[src/rtl/cqd_pkg.sv]
package cqd_pkg;
  localparam int SMP_W  = 9;
  localparam int ACC_W  = 24;
  localparam int PH_W   = 6;
  localparam int QTR_W  = PH_W - 2;
  localparam int TRIG_W = 9;
  localparam int MIX_W  = 10;
  localparam int MIX_SH = 8;
  localparam int TAPS   = 5;
  localparam int MID    = TAPS / 2;
  localparam int FIR_SH = 4;
  localparam int NCH    = 2;
  localparam int QUARTER = 1 << QTR_W;

  typedef logic signed [SMP_W-1:0]  smp_t;
  typedef logic signed [TRIG_W-1:0] trig_t;
  typedef logic signed [MIX_W-1:0]  mix_t;

  typedef enum logic [1:0] {
    BW_FULL   = 2'd0,
    BW_WIDE   = 2'd1,
    BW_MED    = 2'd2,
    BW_NARROW = 2'd3
  } bw_e;

  // quarter-wave magnitude at offset (k+0.5)/16 of a quarter turn, scale 255
  function automatic logic [7:0] qtr_mag(input logic [QTR_W-1:0] k);
    case (k)
      4'd0:    return 8'd13;
      4'd1:    return 8'd37;
      4'd2:    return 8'd62;
      4'd3:    return 8'd86;
      4'd4:    return 8'd109;
      4'd5:    return 8'd131;
      4'd6:    return 8'd152;
      4'd7:    return 8'd171;
      4'd8:    return 8'd189;
      4'd9:    return 8'd205;
      4'd10:   return 8'd219;
      4'd11:   return 8'd231;
      4'd12:   return 8'd240;
      4'd13:   return 8'd247;
      4'd14:   return 8'd252;
      default: return 8'd255;
    endcase
  endfunction

  // full-turn sine from the quarter table: odd quadrants mirror, upper half negates
  function automatic trig_t trig_at(input logic [PH_W-1:0] ph);
    logic [QTR_W-1:0] k;
    logic [7:0]       m;
    k = ph[PH_W-2] ? ~ph[QTR_W-1:0] : ph[QTR_W-1:0];
    m = qtr_mag(k);
    if (ph[PH_W-1]) return -trig_t'({1'b0, m});
    return trig_t'({1'b0, m});
  endfunction

  // product rounded half-up and scaled back to MIX_W bits
  function automatic mix_t mix_round(input smp_t x, input trig_t t);
    int p;
    p = (int'(x) * int'(t) + (1 << (MIX_SH - 1))) >>> MIX_SH;
    return mix_t'(p);
  endfunction

  // symmetric tap weight chosen by distance from the centre tap
  function automatic int fir_coef(input bw_e bw, input int tap);
    int d;
    d = (tap > MID) ? tap - MID : MID - tap;
    case (bw)
      BW_FULL: return (d == 0) ? 16 : 0;
      BW_WIDE: return (d == 0) ? 8 : ((d == 1) ? 4 : 0);
      BW_MED:  return (d == 0) ? 6 : ((d == 1) ? 4 : 1);
      default: return (d == 0) ? 6 : ((d == 1) ? 3 : 2);
    endcase
  endfunction

  function automatic mix_t fir_round(input int s);
    int r;
    r = (s + (1 << (FIR_SH - 1))) >>> FIR_SH;
    return mix_t'(r);
  endfunction
endpackage

[src/rtl/cqd_phase_dto.sv]
module cqd_phase_dto
  import cqd_pkg::*;
#(
  parameter int               AW      = ACC_W,
  parameter logic [AW-1:0]    DEF_INC = '0
)(
  input  logic          clk,
  input  logic          rst,
  input  logic          step_en,
  input  logic          inc_load,
  input  logic [AW-1:0] inc_in,
  output logic [AW-1:0] acc_o
);
  logic [AW-1:0] acc_q;
  logic [AW-1:0] inc_q;

  always_ff @(posedge clk) begin
    if (rst) begin
      acc_q <= '0;
      inc_q <= DEF_INC;
    end else begin
      if (inc_load) inc_q <= inc_in;
      if (step_en)  acc_q <= acc_q + inc_q;
    end
  end

  assign acc_o = acc_q;
endmodule

[src/rtl/cqd_mixer.sv]
module cqd_mixer
  import cqd_pkg::*;
#(
  parameter int PH_OFS = 0
)(
  input  logic            clk,
  input  logic            rst,
  input  logic            en,
  input  smp_t            x,
  input  logic [PH_W-1:0] ph,
  output trig_t           trig_o,
  output mix_t            mix_o
);
  logic [PH_W-1:0] ph_eff;

  assign ph_eff = ph + PH_W'(PH_OFS);
  assign trig_o = trig_at(ph_eff);

  always_ff @(posedge clk) begin
    if (rst)     mix_o <= '0;
    else if (en) mix_o <= mix_round(x, trig_o);
  end
endmodule

[src/rtl/cqd_fir.sv]
module cqd_fir
  import cqd_pkg::*;
#(
  parameter int N = TAPS
)(
  input  logic clk,
  input  logic rst,
  input  logic shift_en,
  input  logic out_en,
  input  mix_t din,
  input  bw_e  bw,
  output mix_t dout
);
  mix_t line [N];
  int   sum_c;

  for (genvar t = 0; t < N; t++) begin : g_tap
    if (t == 0) begin : g_head
      always_ff @(posedge clk) begin
        if (rst)           line[t] <= '0;
        else if (shift_en) line[t] <= din;
      end
    end else begin : g_body
      always_ff @(posedge clk) begin
        if (rst)           line[t] <= '0;
        else if (shift_en) line[t] <= line[t-1];
      end
    end
  end

  always_comb begin
    sum_c = 0;
    for (int t = 0; t < N; t++) begin
      sum_c = sum_c + int'(line[t]) * fir_coef(bw, t);
    end
  end

  always_ff @(posedge clk) begin
    if (rst)         dout <= '0;
    else if (out_en) dout <= fir_round(sum_c);
  end
endmodule

[src/rtl/chroma_quad_demod.sv]
module chroma_quad_demod
  import cqd_pkg::*;
#(
  parameter logic [ACC_W-1:0] DEF_INC = 24'd5505024
)(
  input  logic               clk,
  input  logic               rst,
  input  logic               in_vld,
  input  logic [SMP_W-1:0]   chroma_in,
  input  logic [ACC_W-1:0]   dto_inc,
  input  logic               inc_load,
  input  logic [1:0]         bw_sel,
  output logic               out_vld,
  output logic [MIX_W-1:0]   demod_i,
  output logic [MIX_W-1:0]   demod_q
);
  logic [ACC_W-1:0] acc_w;
  logic             s0_vld;
  smp_t             s0_x;
  logic [PH_W-1:0]  s0_ph;
  logic             mix_vld_w;
  logic             line_vld;
  trig_t            trig_w [NCH];
  mix_t             mix_w  [NCH];
  mix_t             fir_w  [NCH];
  trig_t            cos_w, sin_w;
  mix_t             mix_i_w, mix_q_w;
  bw_e              bw_w;

  assign bw_w = bw_e'(bw_sel);

  cqd_phase_dto #(.AW(ACC_W), .DEF_INC(DEF_INC)) u_dto (
    .clk     (clk),
    .rst     (rst),
    .step_en (in_vld),
    .inc_load(inc_load),
    .inc_in  (dto_inc),
    .acc_o   (acc_w)
  );

  // capture stage: sample and the phase it is mixed with
  always_ff @(posedge clk) begin
    if (rst) begin
      s0_vld <= 1'b0;
      s0_x   <= '0;
      s0_ph  <= '0;
    end else begin
      s0_vld <= in_vld;
      if (in_vld) begin
        s0_x  <= smp_t'(chroma_in);
        s0_ph <= acc_w[ACC_W-1 -: PH_W];
      end
    end
  end

  // valid pipeline: product, delay line, output register
  always_ff @(posedge clk) begin
    if (rst) begin
      mix_vld_w <= 1'b0;
      line_vld  <= 1'b0;
      out_vld   <= 1'b0;
    end else begin
      mix_vld_w <= s0_vld;
      line_vld  <= mix_vld_w;
      out_vld   <= line_vld;
    end
  end

  // channel 0: cosine (phase advanced a quarter turn), channel 1: sine
  for (genvar ch = 0; ch < NCH; ch++) begin : g_ch
    cqd_mixer #(.PH_OFS((ch == 0) ? QUARTER : 0)) u_mix (
      .clk   (clk),
      .rst   (rst),
      .en    (s0_vld),
      .x     (s0_x),
      .ph    (s0_ph),
      .trig_o(trig_w[ch]),
      .mix_o (mix_w[ch])
    );

    cqd_fir #(.N(TAPS)) u_fir (
      .clk     (clk),
      .rst     (rst),
      .shift_en(mix_vld_w),
      .out_en  (line_vld),
      .din     (mix_w[ch]),
      .bw      (bw_w),
      .dout    (fir_w[ch])
    );
  end

  assign cos_w   = trig_w[0];
  assign sin_w   = trig_w[1];
  assign mix_i_w = mix_w[0];
  assign mix_q_w = mix_w[1];
  assign demod_i = fir_w[0];
  assign demod_q = fir_w[1];
endmodule

[config.mk]
export PLATFORM = sky130hd
export DESIGN_NAME = chroma_quad_demod
export DESIGN_NICKNAME = d
export VERILOG_FILES = /design/src/rtl/cqd_pkg.sv /design/src/rtl/cqd_phase_dto.sv /design/src/rtl/cqd_mixer.sv /design/src/rtl/cqd_fir.sv /design/src/rtl/chroma_quad_demod.sv
export SDC_FILE = /design/constraint.sdc
export NUM_CORES = 1
export LEC_CHECK = 0
export ABC_AREA = 1
export BUFFER_PORTS_ARGS = -buffer_cell sky130_fd_sc_hd__buf_2
export CORE_MARGIN = 2
export CORE_UTILIZATION = 65
export DETAILED_ROUTE_END_ITERATION = 10
export GPL_ROUTABILITY_DRIVEN = 0
export PLACE_DENSITY = 0.82
export SLEW_MARGIN = 25
export SYNTH_ARGS = -nofsm -noshare
export SYNTH_HDL_FRONTEND = slang
export SYNTH_HIERARCHICAL = 1
export SYNTH_SLANG_ARGS = --single-unit
[constraint.sdc]
create_clock -name clk -period 9.6 [get_ports clk]
set_input_delay 1.44 -clock clk [delete_from_list [all_inputs] [get_ports clk]]
set_output_delay 1.44 -clock clk [all_outputs]
set_load 0.01 [all_outputs]
### After elaboration in Yosys (flattened, before gate mapping)

Memories as Yosys holds them, arrays and structs flattened.
Index checks and enable logic that the tools add are counted.

* flip-flop bits (word level): 107
* RAM bits: 100
* memory bits (read-only): 256
* bits of input ports: 39
* output and inout bits: 21
* logic and storage cells: 87
* memories: 4

* $add $sub $neg: 16
* multipliers: 12
* eq/ne operators: 2
* muxes and demuxes: 26
* bitwise logic cells: 12
* reductions and logical operators: 3

Memories
* (name not given): depth 16, width 8, read ports 1, clocked after Yosys merged registers in 0, write ports 0, line cqd_pkg.sv:28 `case (k)`
* (name not given): depth 16, width 8, read ports 1, clocked after Yosys merged registers in 0, write ports 0, line cqd_pkg.sv:28
* g_ch[0].u_fir.line: depth 5, width 10, read ports 5, clocked after Yosys merged registers in 0, write ports 5, line cqd_fir.sv:14 `mix_t line [N];`
* g_ch[1].u_fir.line: depth 5, width 10, read ports 5, clocked after Yosys merged registers in 0, write ports 5, line cqd_fir.sv:14

Operator list (count)
* $add A14 B14 Y14: 8
* $mux W10: 10
* $mul A10 B4 Y14: 4
* $mul A10 B3 Y13: 4
* $add A18 B9 Y18 const B: 2
* $mul A9 B9 Y18: 2
* $mux W9: 4
* $add A14 B5 Y14 const B: 2
* $mul A10 B6 Y14: 2
* $add A24 B24 Y24: 1
* $neg A8 Y9: 2
* $or A1 B1 Y1: 10
* $pmux W5 S2: 1
* $mux W4: 2
* $not A4 Y4: 2
* $mux W1: 7
* $add A6 B5 Y6 const B: 1
* $pmux W3 S2: 1
* $pmux W2 S2: 1
* $reduce_or A2 Y1: 2
* $eq A2 B1 Y1 const B: 1
* $eq A2 B2 Y1 const B: 1
* $logic_not A2 Y1: 1

### Longest topological paths before layout

Gate-level depths: netlist of the first run.

* depth after elaboration: 9
* mapped depth: 37
* gate-level depth less buffers: 36

### By module

The synthesis of the first run kept the hierarchy.

Modules (own cells, without submodules)
* cqd_fir at g_ch[0].u_fir: times used 1, cells an instance 940, area an instance 7875.1 um^2, sequential area each 1701.6 um^2
* cqd_fir at g_ch[1].u_fir: times used 1, cells an instance 933, area an instance 7852.5 um^2, sequential area each 1701.6 um^2
* cqd_mixer at g_ch[0].u_mix: times used 1, cells an instance 517, area an instance 3928.8 um^2, sequential area each 200.2 um^2
* cqd_mixer at g_ch[1].u_mix: times used 1, cells an instance 500, area an instance 3744.8 um^2, sequential area each 200.2 um^2
* cqd_phase_dto: times used 1, cells an instance 590, area an instance 3455.8 um^2, sequential area each 960.9 um^2
* chroma_quad_demod: times used 1, cells an instance 107, area an instance 750.7 um^2, sequential area each 380.4 um^2

### Worst setup path before layout of the first run

No wires, ideal clock.

* path type: input -> register
* from: input port bw_sel[1]
* to: register g_ch[1].u_fir.dout[7]
* library setup time: 0.115 ns
* arrival time: 7.193 ns
* slack: 2.291 ns
* cell stages on the path: 30
* cells stage by stage: inv_1 > ha_1 > buf_6 > nor2_2 > inv_1 > nor2_1 > inv_1 > fa_1 > inv_1 > fa_1 > fa_1 > fa_1 > fa_1 > fa_1 > inv_1 > fa_1 > inv_1 > ha_1 > nand2_1 > inv_1 > a21oi_1 > nand2_1 > nand2_1 > nand2_1 > nand2_1 > nand2_1 > nand2_1 > nand2_1 > o21ai_0 > inv_1

* cells in the longest elaborated chain, start to end: 9
* elaborated cells on any way between the ends: 18
* classes of those cells: add/sub: 5; mul: 5; eq/ne: 2; mux: 3; reduce/logical: 3

RTL lines
* start: declaration: line chroma_quad_demod.sv:12 `input logic [1:0] bw_sel,`
* $eq A2 B1 Y1, or another cell as far along: line cqd_pkg.sv:69 `case (bw)`
* $reduce_or A2 Y1 (no source line)
* $pmux W2 S2 / $pmux W3 S2 (equally long branches): line cqd_pkg.sv:69
* $mul A10 B3 Y13 / $mul A10 B4 Y14 (equally long branches): line cqd_fir.sv:34 `sum_c = sum_c + int'(line[t]) * fir_coef(bw, t);`
* $add A14 B14 Y14 (3 in series): line cqd_fir.sv:34
* $add A14 B14 Y14 *: line cqd_fir.sv:34
* $add A14 B5 Y14 *: line cqd_pkg.sv:79 `r = (s + (1 << (FIR_SH - 1))) >>> FIR_SH;`
* end signal: assignment: line cqd_fir.sv:40 `else if (out_en) dout <= fir_round(sum_c);`
* end: declaration: line cqd_fir.sv:12 `output mix_t dout`

Mark *: on every way between the ends. The rest lies on a longest branch, timed or not.
A chain may end at the register's enable or synchronous reset.

### Worst setup path after layout of the first run

* from: input port bw_sel[1]
* to: register g_ch[1].u_fir.dout[8]

The elaborated chain is that of the path after synthesis.

==> summary.md, run 1 <==
| Metric | Value |
|---|---|
| Outcome | `complete, no violations` |
| Mapped Nets | `4261` |
| Most frequent cells in the layout | `998 x inv_1, 734 x nand2_1, 436 x nor2_1` |
| HPWL Detailed | `between 40000 and 50000 um` |
| Antenna-violating nets left | `0` |
| Hold Path Class | `reg2reg` |
| Final setup viols | `0` |
| Ys Warns | `6` |
| Max Buffers Root-to-Sink | `3` |
| Initial antenna violation count | `0` |
| Worst Reg-to-Reg Cells | `32` |
| First-pass GRT wire length | `between 100000 and 150000 um` |
| CTS tree | `built` |
| Vias in the first global route | `approximately 22k` |
| Gate count of the mapped netlist | `between 3k and 4k` |
| Htree depth | `1` |
| Top layer used by detailed routing | `met4` |
| Hold buffers post-CTS | `0` |
| Via count | `21.22k` |
| Syn Area/Cell | `7.697 sq um` |
| Worst Skew | `13.44 ps` |
| CP max-delay cell | `fa_1` |
| Max Cap Violations | `0` |
| DR iter-0 viols | `between 1.5k and 2k` |
| Post-CTS setup buffer count | `0` |
| Post-route setup TNS | `0 ps` |
| First drt pass iteration count | `5` |
| Die W | `~210 um` |
| Reg-to-reg slack, setup | `about 2700 ps` |
| Worst EP arrival | `roughly 8000 ps` |
| Maximum clock rate | `~130 MHz` |
| Synth unique cells | `57` |
| Clk slew on worst S/H paths | `about 60 ps` |
| Synthesized cell area | `around 28000 sq um` |
| Element type at the critical path end | `flip-flop` |
| Post-Route WL | `a little under 60000 um` |
| Critical Setup Path Class | `in2reg` |
| Yosys reg bits | `207` |
| Cell mode on critical path | `inv_1` |
| Hold depth | `2` |
| Per-cell routed wire length | `about 14 um` |
| Post-layout nets | `about 4.3k` |
| Wire length on met1 | `roughly 26000 um` |
| Hold path startpoint | `u_dto/inc_q[18]$_SDFFE_PP1P_` |
| Tmin final | `roughly 7600 ps` |
| Metal3 WL | `around 3400 um` |
| Placement Rows | `75` |
| Most common cell after layout, fill and taps aside | `inv_1` |
| Fill count | `3336` |
| # IOs | `60` |
| Post-route clock period utilization | `between 70% and 80%` |
| DRC | `0` |
| Grt ovf | `0` |
| Worst setup path start | `bw_sel[1]` |
| CTS Buf Count | `26` |
| Post_cts resized | `0` |
| Reg2Reg Launch Point | `s0_ph[4]$_SDFFE_PP0P_` |
| Clock Tree Root | `clkbuf_16` |
| CTS Sinks | `207` |
| CP peak stage delay | `between 500 and 600 ps` |
| Final hold violations | `0` |
| CP startpoint kind | `primary input` |
| Reg-to-Reg End | `g_ch[0].u_mix/mix_o[6]$_SDFFE_PP0P_` |
| Die ar. | `44140 sq um` |
| Slew HR | `between 30 and 40%` |
| Max IR drop VDD | `roughly 0.21 mV` |
| Crit path max fanout | `11` |
| RSZ-0062 raised after global routing | `no` |
| Vias per cell | `approximately 5.1` |
| Worst endpoint required time | `10050 ps` |
| Post-synthesis sequential area ratio | `about a fifth` |
| Initial Utilization | `65.82%` |
| Hold Path Sink | `u_dto/inc_q[18]$_SDFFE_PP1P_` |
| Final-report max-slew violation count | `0` |
| Metal2 WL | `about 28000 um` |
| Largest net degree at the start of global routing | `70` |
| PwrDens | `225.5 nW/um^2` |
| Layout area overhead | `5.692%` |
| # port buffers | `59` |
| Worst-Skew Late Latency | `between 500 and 600 ps` |
| Die height | `between 200 and 250 um` |
| Placeable Area | `41950 sq um` |
| Static Leak | `16.94 nW` |
| Total power | `about 0.0066 W` |
| Total GRT Usage | `around 28%` |
| Final antenna diode count | `0` |
| Share of cells above drive strength 1 | `under 10%` |
| Slew @ Worst Pin | `about 940 ps` |
==> layer usage <==
metal  GRT usage [%]  vias up
li1                -    10534
met1           38.74    10018
met2           48.04      591
met3           2.726       80
met4           6.554        0
met5               0        -
==> sequential cells by signal (all words and copies together), names as in the netlist <==
signal            count
s0_ph                 6
g_ch.u_fir/dout      20
u_dto/inc_q          24
mix_vld_w             1
line_vld              1
s0_vld                1
out_vld               1
u_dto/acc_o          24
g_ch.u_mix/mix_o     20
g_ch.u_fir/line     100
s0_x                  9
==> how the worst max path moves through the flow <==
stage | depth (start not counted) | slack [ps] | end
6_report | 30 | 2010 | g_ch[1].u_fir/dout[8]$_SDFFE_PP0P_
5_1_grt | 30 | 1580 | g_ch[1].u_fir/dout[7]$_SDFFE_PP0P_
4_1_cts | 30 | 2020 | g_ch[1].u_fir/dout[7]$_SDFFE_PP0P_
3_5_place_dp | 30 | 1470 | g_ch[1].u_fir/dout[8]$_SDFFE_PP0P_
3_3_place_gp | 30 | 1610 | g_ch[1].u_fir/dout[7]$_SDFFE_PP0P_
2_1_floorplan | 30 | 2290 | g_ch[1].u_fir/dout[7]$_SDFFE_PP0P_
==> kinds of logic after synthesis <==
group	count (synthesis)	synth area share [%]
buffers and inverters	1087	15.16
AO/OA/AOI/OAI	183	3.825
multiplexers	1	0.03626
adder cells (fa/ha/maj)	635	39.08
XOR/XNOR	51	1.808
flip-flops	207	18.64
AND/OR/NAND/NOR	1423	21.45
==> synthesized netlist by cell type (all sizes together) <==
cell type | number | area share (%)
mux2i | 1 | 0.036
nand3 | 134 | 2.5
o21ai | 87 | 1.6
a31o | 2 | 0.063
xor2 | 34 | 1.2
a21boi | 1 | 0.027
inv | 1011 | 14
ha | 256 | 12
o21bai | 16 | 0.46
edfxtp | 100 | 11
a31oi | 2 | 0.068
o31ai | 1 | 0.027
fa | 379 | 27
nor3 | 14 | 0.31
or3 | 1 | 0.023
clkinv | 3 | 0.041
a21oi | 59 | 1.1
a21o | 3 | 0.082
nor2 | 455 | 6.4
clkbuf | 39 | 0.53
a221oi | 3 | 0.095
or2 | 10 | 0.25
nand2 | 784 | 11
nor4 | 4 | 0.091
buf | 34 | 0.81
o221a | 1 | 0.041
nand3b | 5 | 0.18
dfxtp | 107 | 7.8
and2 | 2 | 0.045
nand4 | 14 | 0.32
xnor2 | 17 | 0.57
o211ai | 8 | 0.22
==> stage by stage <==
stage | area [sq um] | hold WS (ps) | utilization, % | worst slack (ps) | cells
after floorplan | 27610 | 413.8 | - | 2291 | 3587
after CTS | 29180 | 475.4 | 69.56 | 2022 | 4171
after detailed placement | 28290 | 460.4 | 67.45 | 1471 | 4123
after global routing | 29180 | 502.0 | 69.56 | 1576 | 4171
final | 29180 | 472.4 | 69.56 | 2010 | 4171
after global placement | 28290 | 450.8 | 67.45 | 1611 | 4123
==> worst max-delay path, delay by kind of cell <==
family,cells,cell delay [ps]
fa+ha+maj,9,4210
simple gates,10,1240
compound gates,2,290
buf+inv,9,830
==> layout make-up <==
cell class | count | area [sq um] | area share (%)
Inverter | 1014 | 3816 | 13.08
Multi-Input combinational cell | 2293 | 18280 | 62.64
Clock buffer | 35 | 757.0 | 2.594
Timing Repair Buffer | 70 | 377.9 | 1.295
Sequential cell | 207 | 5145 | 17.63
Clock inverter | 13 | 131.4 | 0.4502
Tap cell | 539 | 674.4 | 2.311
==> power by group <==
group / switching, W / total (W) / internal, W
Combinational: 0.00279 / 0.00449 / 0.00170
Clock: 0.000419 / 0.00101 / 0.000588
Sequential: 0.0000735 / 0.00108 / 0.00101
Power figures use the tool's default switching activity.
==> inputs of run 2 (changes only) <==
- ABC_AREA: 1 -> 0
- clock period: 9.6 -> 7.4 ns (I/O delays scaled with it)
==> summary.md, run 2 <==
| Metric | Value |
|---|---|
| Outcome | `complete, no violations (unchanged)` |
| Most common cell after layout, fill and taps aside | `inv_1 (unchanged)` |
| Final-report max-slew violation count | `0 (unchanged)` |
| Worst endpoint required time | `7800 ps (was 10050 ps)` |
| Clk slew on worst S/H paths | `60 ps (about the same)` |
| Fill count | `2908 (was 3336)` |
| # port buffers | `59 (unchanged)` |
| PwrDens | `245.5 nW/um^2 (was 225.5 nW/um^2)` |
| Final setup viols | `0 (unchanged)` |
| Static Leak | `13.90 nW (was 16.94 nW)` |
| DR iter-0 viols | `986 (was 1631)` |
| Tmin final | `about 7000 ps` |
| Most frequent cells in the layout | `471 x inv_1, 379 x fa_1, 324 x and2_1 (was 998 x inv_1, 734 x nand2_1, 436 x nor2_1)` |
| Worst EP arrival | `7360 ps (was 8040 ps)` |
| Post-CTS setup buffer count | `0 (unchanged)` |
| Top-area cell type share of the netlist area | `28.86% (was 27.48%)` |
| Largest net degree at the start of global routing | `51 (was 70)` |
| Post-route setup TNS | `0 ps (unchanged)` |
| Via count | `18.22k (was 21.22k)` |
| Antenna-violating nets left | `0 (unchanged)` |
| Hold Path Class | `reg2reg (unchanged)` |
| Crit path max fanout | `14 (was 11)` |
| Per-cell routed wire length | `16.66 um (was 13.90 um)` |
| Top delay family on crit path | `adder cells (unchanged)` |
| Die W | `205.1 um (was 210.1 um)` |
| Critical Setup Path Class | `reg2reg (was in2reg)` |
| Max reg flops | `100 (unchanged)` |
| First drt pass iteration count | `5 (unchanged)` |
| CTS tree | `built (unchanged)` |
| Max IR drop VDD | `0.2211 mV (was 0.2136 mV)` |
| Ordered list of cells on the worst path | `buf_4 > mux2i_1 > mux2i_1 > ha_1 > inv_1 > mux2i_1 > buf_4 > nand2_1 > fa_1 > inv_1 > fa_1 > inv_1 > fa_1 > inv_1 > fa_1 > fa_1 > ha_1 > nand4b_1 > or3_4 > a221oi_4 > a31oi_4 > o31ai_4 > nor3_1 > or3_1` |
| Post-synthesis sequential area ratio | `19.57% (was 18.64%)` |
| Grt ovf | `0 (unchanged)` |
| Ys Warns | `6 (unchanged)` |
| Element type at the critical path end | `flip-flop (unchanged)` |
| Reg-to-Reg End | `g_ch[1].u_mix/mix_o[7]$_SDFFE_PP0P_ (was g_ch[0].u_mix/mix_o[6]$_SDFFE_PP0P_)` |
| Synthesized cell area | `26290 sq um (was 27610 sq um)` |
| Initial Utilization | `66.01% (was 65.82%)` |
| Yosys reg bits | `207 (unchanged)` |
| Synth unique cells | `108 (was 57)` |
| Die ar. | `42070 sq um (was 44140 sq um)` |
| Worst setup path start | `s0_ph[0]$_SDFFE_PP0P_ (was bw_sel[1])` |
| Post-Route WL | `54390 um (was 57990 um)` |
| Placement Rows | `73 (was 75)` |
| First-pass GRT wire length | `92720 um (was 101000 um)` |
| Synth Area in XOR/XNOR | `3.674% (was 1.808%)` |
| Vias per cell | `5.579 (was 5.088)` |
| Async SR Flop Fraction | `0% (unchanged)` |
| Share of cells above drive strength 1 | `8.437% (was 6.278%)` |
| Total power | `0.006881 W (was 0.006579 W)` |
| Post-synth EDFFs | `100 (unchanged)` |
| CP startpoint kind | `flip-flop (was primary input)` |
| Crit. path cell count | `24 (was 30)` |
| Worst Reg-to-Reg Cells | `24 (was 32)` |
| Post-synth top area cell | `fa_1 (unchanged)` |
| Htree depth | `1 (unchanged)` |
| Top reg by flops | `g_ch.u_fir/line (unchanged)` |
| Max Cap Violations | `0 (unchanged)` |
| Worst-Skew Late Latency | `530 ps (was 560 ps)` |
| Die height | `205.1 um (was 210.1 um)` |
| DRC | `0 (unchanged)` |
| Gate count of the mapped netlist | `2668 (was 3587)` |
| Compound-Gate Fraction of Synth Area | `7.705% (was 3.825%)` |
| Count leader, synth | `inv_1 (unchanged)` |
| Reg-to-reg slack, setup | `440 ps (was 2660 ps)` |
| Reg2Reg Launch Point | `s0_ph[0]$_SDFFE_PP0P_ (was s0_ph[4]$_SDFFE_PP0P_)` |
| Multiplexer area fraction after synthesis | `2.846% (was 0.03626%)` |
| Maximum clock rate | `approximately 140 MHz` |
| Mapped Nets | `3342 (was 4261)` |
| Adder-cell share of the synthesized area | `41.05% (was 39.08%)` |
| Synth cell count leaders | `471 x inv_1, 379 x fa_1, 324 x and2_1 (was 998 x inv_1, 734 x nand2_1, 436 x nor2_1)` |
| Slew HR | `43.75% (was 37.36%)` |
| Ys flop type | `dfxtp_1 (unchanged)` |
| Initial antenna violation count | `1 (was 0)` |
| Multi-input gate area | `18880 sq um (was 18280 sq um)` |
| Cell mode on critical path | `fa_1 (was inv_1)` |
| Worst Skew | `21.21 ps (was 13.44 ps)` |
| CP Capture Point | `g_ch[1].u_mix/mix_o[7]$_SDFFE_PP0P_ (was g_ch[1].u_fir/dout[8]$_SDFFE_PP0P_)` |
| Layout area overhead | `6.620% (was 5.692%)` |
| Synth Area in Simple Gates | `16.44% (was 21.45%)` |
| HPWL Detailed | `44240 um (was 46810 um)` |
| RSZ-0062 raised after global routing | `no (unchanged)` |
| Post-route clock period utilization | `a little over nine tenths` |
| Max Buffers Root-to-Sink | `3 (unchanged)` |
| Worst path bufs/invs | `6 (was 9)` |
| CTS Sinks | `207 (unchanged)` |
| Largest family of logic cells by synthesized area | `adder cells (unchanged)` |
| CTS Buf Count | `23 (was 26)` |
| Vias in the first global route | `19.62k (was 21.63k)` |
| Register area | `5150 sq um (was 5145 sq um)` |
| Slew @ Worst Pin | `837.8 ps (was 938.3 ps)` |
| # IOs | `60 (unchanged)` |
| CP peak stage delay | `540 ps (about the same)` |
| Total GRT Usage | `27.16% (was 28.02%)` |
| Largest cells by area after synthesis | `fa_1 29%, ha_1 12%, edfxtp_1 11%, dfxtp_1 8.1%, and2_1 7.7% (was fa_1 27%, inv_1 14%, ha_1 12%, edfxtp_1 11%, nand2_1 10%)` |
| Final hold violations | `0 (unchanged)` |
| Placeable Area | `39820 sq um (was 41950 sq um)` |
| Clock Tree Root | `clkbuf_16 (unchanged)` |
| Post-layout nets | `3396 (was 4286)` |
| CP max-delay cell | `fa_1 (unchanged)` |
| Syn Area/Cell | `9.853 sq um (was 7.697 sq um)` |
-- run 2: cell count changes after synthesis, moves of 59 or more --
cell and change:
and2_1 +322, nand3_1 -107, xnor2_1 +59, inv_1 -527
mux2i_1 +64, nor2_1 -323, nand2_1 -509
-- run 2: per-stage QoR --
stage          cell area [sq um]  setup slack, ps  cells  hold slack (ps)  utilization, %
3_3_place_gp               27240            15.05   3222            428.1           68.39
6_report                   28030            437.6   3265            443.6           70.38
3_5_place_dp               27240           -84.48   3222            435.7           68.40
4_1_cts                    28000            210.9   3263            448.1           70.31
5_1_grt                    28020            64.57   3263            468.5           70.37
2_1_floorplan              26290            161.9   2668            411.3               -
-- run 2: logic make-up (layout without fill, tap and decap cells) --
logic type               count (synthesis)  count (layout)
multiplexers                            72              72
AND/OR/NAND/NOR                        819             819
AO/OA/AOI/OAI                          264             264
flip-flops                             207             207
XOR/XNOR                               102             102
other                                    0               2
adder cells (fa/ha/maj)                635             635
buffers and inverters                  569             639
-- run 2: how the worst min path moves through the flow --
stage          cells after the start  slack, ps                                   to                           startpoint
6_report                           2        440  g_ch[1].u_mix/mix_o[5]$_SDFFE_PP0P_  g_ch[1].u_mix/mix_o[5]$_SDFFE_PP0P_
5_1_grt                            2        470  g_ch[0].u_mix/mix_o[9]$_SDFFE_PP0P_  g_ch[0].u_mix/mix_o[9]$_SDFFE_PP0P_
4_1_cts                            2        450  g_ch[1].u_mix/mix_o[3]$_SDFFE_PP0P_  g_ch[1].u_mix/mix_o[3]$_SDFFE_PP0P_
3_5_place_dp                       2        440  g_ch[1].u_mix/mix_o[5]$_SDFFE_PP0P_  g_ch[1].u_mix/mix_o[5]$_SDFFE_PP0P_
3_3_place_gp                       2        430  g_ch[0].u_mix/mix_o[6]$_SDFFE_PP0P_  g_ch[0].u_mix/mix_o[6]$_SDFFE_PP0P_
2_1_floorplan                      2        410  g_ch[1].u_mix/mix_o[6]$_SDFFE_PP0P_  g_ch[1].u_mix/mix_o[6]$_SDFFE_PP0P_
-- run 2: worst register-to-register path: cells and delay by family (launching register included) --
family,cells,cell delay [ps]
and+or+nand+nor,5,1030
buffers and inverters,6,640
AOI/OAI and AO/OA,3,870
adders and majority gates,7,3140
DFF,1,480
muxes,3,700
-- run 2: final cells by class --
| type | instances | share of cell area, % |
|---|---|---|
| antenna | 2 | 0.01786 |
| clock buffer | 27 | 2.143 |
| clock inverter | 14 | 0.5669 |
| inverter | 474 | 6.348 |
| multi-input combinational | 1892 | 67.35 |
| sequential | 207 | 18.37 |
| tap | 525 | 2.344 |
| timing repair buffer | 124 | 2.861 |
-- run 2: power breakdown --
group / total (W) / switching [W] / internal [W]
sequential: 0.00140 / 0.0000872 / 0.00131
clock: 0.00117 / 0.000477 / 0.000688
combinational: 0.00432 / 0.00244 / 0.00188
-- run 2: repair_timing --
| action | in CTS | in global routing |
|---|---|---|
| hold buffers | 0 | 0 |
| endpoints found under the setup margin | 0 | 9 |
| resized for setup | 0 | 8 |
-- run 2: metal layers --
metal | wire length, um | global-route usage, % | part of all wire (%) | vias up
li1 | - | - | - | 8575
met1 | 23410 | 35.50 | 43 | 9087
met2 | 27140 | 47.77 | 50 | 442
met3 | 2577 | 3.786 | 4.7 | 112
met4 | 1264 | 6.783 | 2.3 | 0
met5 | 0 | 0 | 0 | -
